**config.mk**
```make
export PLATFORM = sky130hd
export DESIGN_NAME = outclk_divider
export DESIGN_NICKNAME = d
export VERILOG_FILES = /design/src/rtl/odiv_pkg.sv /design/src/rtl/odiv_decode.sv /design/src/rtl/odiv_seq.sv /design/src/rtl/odiv_halfstage.sv /design/src/rtl/outclk_divider.sv
export SDC_FILE = /design/constraint.sdc
export NUM_CORES = 1
export LEC_CHECK = 0
export BUFFER_PORTS_ARGS = -buffer_cell sky130_fd_sc_hd__buf_2
export CAP_MARGIN = 40
export CORE_AREA = 2 2 59 61
export CTS_CLUSTER_DIAMETER = 100
export CTS_CLUSTER_SIZE = 12
export DETAILED_ROUTE_END_ITERATION = 8
export DIE_AREA = 0 0 61 63
export MAX_ROUTING_LAYER = met4
export PLACE_DENSITY = 0.72
export SLEW_MARGIN = 20
export SYNTH_ARGS = -nofsm -noshare
export SYNTH_HDL_FRONTEND = slang
export SYNTH_SLANG_ARGS = --single-unit
```
**constraint.sdc**
```tcl
create_clock -name clk_in -period 8.28 [get_ports clk_in]
set_clock_uncertainty 0.05 [all_clocks]
set_input_delay 2.07 -clock clk_in [delete_from_list [all_inputs] [get_ports clk_in]]
set_output_delay 2.07 -clock clk_in [all_outputs]
set_load 0.05 [all_outputs]
```
**src/rtl/odiv_pkg.sv**
```systemverilog
package odiv_pkg;
   // Highest field code that is passed through unchanged as a ratio.
   localparam int unsigned EXACT_LIMIT = 5;
   // Lowest ratio the divider produces.
   localparam int unsigned MIN_RATIO   = 2;

   typedef enum logic {
      DUTY_EVEN = 1'b0,
      DUTY_ODD  = 1'b1
   } duty_e;
endpackage

```
**src/rtl/odiv_decode.sv**
```systemverilog
module odiv_decode
   import odiv_pkg::*;
#(
   parameter int unsigned FIELD_W    = 11,
   parameter bit          ENABLE_ODD = 1'b1
) (
   input  logic [FIELD_W-1:0] field,
   output logic [FIELD_W-1:0] ratio,
   output duty_e              duty
);
   localparam logic [FIELD_W-1:0] LOW_CODE   = FIELD_W'(MIN_RATIO);
   localparam logic [FIELD_W-1:0] EXACT_CODE = FIELD_W'(EXACT_LIMIT);

   logic [FIELD_W-1:0] raw_ratio;

   always_comb begin
      if (field < LOW_CODE)
         raw_ratio = LOW_CODE;
      else if (field <= EXACT_CODE)
         raw_ratio = field;
      else
         raw_ratio = {field[FIELD_W-1:1], 1'b0};
   end

   generate
      if (ENABLE_ODD) begin : g_odd_kept
         assign ratio = raw_ratio;
      end else begin : g_odd_rounded
         assign ratio = {raw_ratio[FIELD_W-1:1], 1'b0};
      end
   endgenerate

   assign duty = ratio[0] ? DUTY_ODD : DUTY_EVEN;
endmodule

```
**src/rtl/odiv_seq.sv**
```systemverilog
module odiv_seq
   import odiv_pkg::*;
#(
   parameter int unsigned FIELD_W = 11
) (
   input  logic               clk_in,
   input  logic               rst_n,
   input  logic [FIELD_W-1:0] ratio_in,
   input  duty_e              duty_in,
   output logic [FIELD_W-1:0] ratio_q,
   output logic [FIELD_W-1:0] cnt_q,
   output logic               run_q,
   output duty_e              duty_q,
   output logic               hi_q
);
   localparam logic [FIELD_W-1:0] ONE = FIELD_W'(1);

   logic [FIELD_W-1:0] half;
   logic [FIELD_W-1:0] cnt_nx;
   logic               last;

   assign half   = ratio_q >> 1;
   assign cnt_nx = cnt_q + ONE;
   assign last   = (cnt_q == ratio_q - ONE);

   always_ff @(posedge clk_in or negedge rst_n) begin
      if (!rst_n) begin
         run_q   <= 1'b0;
         ratio_q <= FIELD_W'(MIN_RATIO);
         duty_q  <= DUTY_EVEN;
         cnt_q   <= '0;
         hi_q    <= 1'b0;
      end else if (!run_q || last) begin
         // period start: sample the new ratio here and nowhere else
         run_q   <= 1'b1;
         ratio_q <= ratio_in;
         duty_q  <= duty_in;
         cnt_q   <= '0;
         hi_q    <= 1'b1;
      end else begin
         cnt_q   <= cnt_nx;
         hi_q    <= (cnt_nx < half);
      end
   end
endmodule

```
**src/rtl/odiv_halfstage.sv**
```systemverilog
module odiv_halfstage
   import odiv_pkg::*;
#(
   parameter bit ENABLE_ODD = 1'b1
) (
   input  logic  clk_in,
   input  logic  rst_n,
   input  logic  hi_q,
   input  duty_e duty_q,
   output logic  ext_q
);
   generate
      if (ENABLE_ODD) begin : g_fall_stage
         always_ff @(negedge clk_in or negedge rst_n) begin
            if (!rst_n)
               ext_q <= 1'b0;
            else
               ext_q <= hi_q && (duty_q == DUTY_ODD);
         end
      end else begin : g_no_stage
         assign ext_q = 1'b0;
      end
   endgenerate
endmodule

```
**src/rtl/outclk_divider.sv**
```systemverilog
module outclk_divider
   import odiv_pkg::*;
#(
   parameter int unsigned FIELD_W    = 11,
   parameter bit          ENABLE_ODD = 1'b1
) (
   input  logic               clk_in,
   input  logic               rst_n,
   input  logic [FIELD_W-1:0] div_field,
   output logic               clk_out
);
   generate
      if (FIELD_W < 3 || FIELD_W > 24) begin : g_bad_width
         $error("outclk_divider: FIELD_W must lie in 3..24");
      end
   endgenerate

   logic [FIELD_W-1:0] dec_ratio;
   duty_e              dec_duty;
   logic [FIELD_W-1:0] ratio_q;
   logic [FIELD_W-1:0] cnt_q;
   logic               run_q;
   duty_e              duty_q;
   logic               hi_q;
   logic               ext_q;

   odiv_decode #(.FIELD_W(FIELD_W), .ENABLE_ODD(ENABLE_ODD)) u_decode (
      .field (div_field),
      .ratio (dec_ratio),
      .duty  (dec_duty)
   );

   odiv_seq #(.FIELD_W(FIELD_W)) u_seq (
      .clk_in   (clk_in),
      .rst_n    (rst_n),
      .ratio_in (dec_ratio),
      .duty_in  (dec_duty),
      .ratio_q  (ratio_q),
      .cnt_q    (cnt_q),
      .run_q    (run_q),
      .duty_q   (duty_q),
      .hi_q     (hi_q)
   );

   odiv_halfstage #(.ENABLE_ODD(ENABLE_ODD)) u_half (
      .clk_in (clk_in),
      .rst_n  (rst_n),
      .hi_q   (hi_q),
      .duty_q (duty_q),
      .ext_q  (ext_q)
   );

   assign clk_out = hi_q | ext_q;
endmodule

```
Word level (Yosys, flattened, before mapping):

Index checks and enable logic that the tools add are counted.

* $add $sub $neg: 2
* equality and inequality tests: 1
* multiplexer cells: 5
* reductions and logical operators: 3
* order comparisons: 3
* bitwise logic cells: 1

Operators by type and width (number)
* 11-bit two-way mux: 2
* 11-bit by 1-bit adder with 11-bit output, second input constant: 1
* 11-bit == test: 1
* 11-bit by 3-bit <= comparator with 1-bit output, second input constant: 1
* 11-bit by 10-bit less-than comparator with 1-bit output: 1
* 11-bit by 2-bit less-than comparator with 1-bit output, second input constant: 1
* 11-bit by 1-bit subtractor with 11-bit output, second input constant: 1
* 1-bit two-way mux: 3
* 1-bit logical AND: 1
* 1-bit logical NOT: 1
* 1-bit logical OR: 1
* 1-bit OR: 1

* input bits: 13
* word-level logic and storage cells: 21
* output and inout port bits: 1
* flip-flop bits (word level): 26

Depth between registers and ports, before layout:

* word-level depth: 4
* depth in mapped cells: 10
* mapped depth without buffers: 10

Hierarchy:

From an unflattened synthesis, not the netlist that was laid out.

* cell total of the unflattened synthesis: 180
* area, all modules: 1767.9 sq um

Modules (own cells, without submodules)
* odiv_seq: area an instance 1629.1 sq um, sequential area each 626.9 sq um, instances 1, cells each 161
* odiv_decode: area an instance 101.3 sq um, sequential area each 0.0 sq um, instances 1, cells each 16
* odiv_halfstage: area an instance 31.3 sq um, sequential area each 25.0 sq um, instances 1, cells each 2
* outclk_divider: area an instance 6.3 sq um, sequential area each 0.0 sq um, instances 1, cells each 1

==> flow_summary.toml <==
[cts]
postCtsHoldBufs = 0
cts_setup_buffers = 0
clkTransAtPathRegs_ns = 0.13
cts_max_level = 1
cts_tree = "done"
insertion_delay_ns = 0.31
ctsResizeCount = 0
cts_sinks = 25
ctsRootBufferMaster = "clkbuf_4"
cts_buffers = 3
cts.path.max_buffers = 2

[synthesis]
async_flop_share_pct = 100.0
syn_inst = 173
synth_seq_cells = 25
synthesis.nets = 197
ys.flop_type = "dfrtp_1"
synth-seq-area-share_pct = 36.76
avgSynthCellArea_sq_um = 9.858
synth-edff-count = 0
synth_area_sq_mm = 0.001705
ys_warn_count = 0
synth_cell_type_count = 44

[floorplanning]
die_w_um = 61
rows = 21
coreArea_sq_mm = 0.003232
start_util_pct = 52.77
die_h_um = 63
io_pins = 14
dieArea_sq_mm = 0.003843

[grt]
grt_pass1_wl_mm = 5.554
grt_max_degree = 26
grt_usage_pct = 19.40
overflow = 0
antenna_found_initial = 0
grt_pass1_vias = 1265

[detailed_routing]
num_vias = 1257
antenna_left = 0
finalWirelength_mm = 3.170
vias_per_cell = 5.489
drc_errors = 0
dr.pass1.iters = 4
drtIter0Drc = 59
avgRoutedWirePerCell_um = 13.84

[power_and_ir_drop]
irDropWorstVdd_mv = 0.08386
p_leak_nw = 0.8280
p_per_area_mw_per_mm2 = 133.7
p_total_mw = 0.2433

[worst_hold_path]
min_path_cells = 1
hold_class = "reg -> reg"
whs_endpoint = "u_seq.cnt_q[0]"
min_from = "u_seq.cnt_q[0]"

[worst_setup_path]
cp-end-kind = "output pin"
path_delay_family = "flip-flops"
worstSetupPathType = "reg -> out"
cpMaxStageDelayCell = "dfrtn_1"
crit_buf_inv = 1
r2r_cells = 1
rr_endpoint = "u_half.ext_q"
worst_path_largest_cell_delay_ns = 0.33
reg2reg_slack_ns = 3.30
path_cells = "or2_2, buf_2"
startpoint_type = "register"
required_ns = 6.16
r2r-start = "u_seq.ratio_q[0]"
crit_start = "u_half.ext_q"
crit_fanout = 1
cp.arrival_ns = 5.26

[placement]
dpl_cell_area_sq_mm = 0.001794
io_buffers = 13
post-dp-hpwl_mm = 2.575
gp_congestion = 0.8811

[run_status]
status = "completed"

[layout]
finish.utilization_pct = 56.33
regArea_sq_um = 626.9
diodes = 0
final_common_cell = "dfrtp_1"
stdcell_area_sq_mm = 0.001821
drive_above_1_share_pct = 12.57
final_cell_mix = "dfrtp_1 (23), xnor2_1 (18), inv_1 (13), buf_2 (13), ha_1 (11)"
nets = 208
fillers = 302
multi_input_area_sq_um = 988.4
areaGrowthSynthToFinish_pct = 6.750

[timing]
worst_pin_slew_ns = 0.7356
setup_viol = 0
rsz0062_at_grt = "false"
drv_slew = 0
tns_ns = 0
relSlewSlack_pct = 50.79
timing.final.hold_violations = 0

[run]
max_cap_violations = 0
## power by group
part / internal [mW] / total, mW / switching [mW]
clock: 0.0188 / 0.0534 / 0.0346
combinational: 0.0244 / 0.0497 / 0.0253
sequential: 0.129 / 0.140 / 0.0113
total: 0.172 / 0.243 / 0.0712
## routing by layer
| metal | track usage (%) | wire length, um |
|---|---|---|
| met5 | - | 0 |
| met4 | 6.522 | 25 |
| met3 | 2.692 | 88 |
| met2 | 29.57 | 1548 |
| met1 | 26.28 | 1508 |
## area by class of cell
cell class / count / share of cell area [%]
inverters: 13 / 2.680
repair buffers: 14 / 3.986
clock buffers: 4 / 1.443
multi-input cells: 127 / 54.30
flip-flops and latches: 25 / 34.43
well taps: 46 / 3.162
## through the flow
step | hold WS, ns | setup WS, ns | std cells
after global placement | 0.4796 | 1.234 | 225
after detailed placement | 0.4780 | 1.234 | 225
after global routing | 0.5422 | 0.8410 | 229
final | 0.4862 | 0.9027 | 229
after floorplan | 0.4331 | 1.307 | 173
after CTS | 0.4946 | 0.8922 | 229
## cell families after synthesis
logic type / count (synthesis) / share of synthesized area, %
AND/OR/NAND/NOR: 52 / 17.24
adder cells (fa/ha/maj): 11 / 8.070
multiplexers: 10 / 6.383
AO/OA/AOI/OAI: 27 / 12.69
other: 1 / 0.2199
flip-flops: 25 / 36.76
XOR/XNOR: 26 / 13.35
buffers and inverters: 21 / 5.283
## cells in the mapped netlist (all sizes together) (3+ instances only)
cell type,n,share of area (%)
nor2,7,1.5
xnor2,18,9.2
or4,3,1.5
ha,11,8.1
nor4,3,1.1
a21oi,4,1.2
mux2i,3,1.8
and2,3,1.1
nor2b,8,2.9
inv,13,2.9
xor2,8,4.1
clkbuf,6,1.3
o21ai,3,0.88
nor3,7,2.1
mux2,7,4.6
nand2,4,0.88
nand3,9,2.6
dfrtp,23,34
o21a,4,1.8
a211o,3,1.5
## flip-flops by register name, indices dropped and copies added, names as in the netlist
register / cells
u_seq.cnt_q: 11
u_half.ext_q: 1
u_seq.run_q: 1
u_seq.ratio_q: 11
u_seq.hi_q: 1
## worst max path at each step
stage	end	slack (ns)	cells past startpoint
floorplan	clk_out	1.31	1
global placement	clk_out	1.23	2
detailed placement	clk_out	1.23	2
CTS	clk_out	0.89	2
global route	clk_out	0.84	2
finish	clk_out	0.90	2
Power figures use the tool's default switching activity.
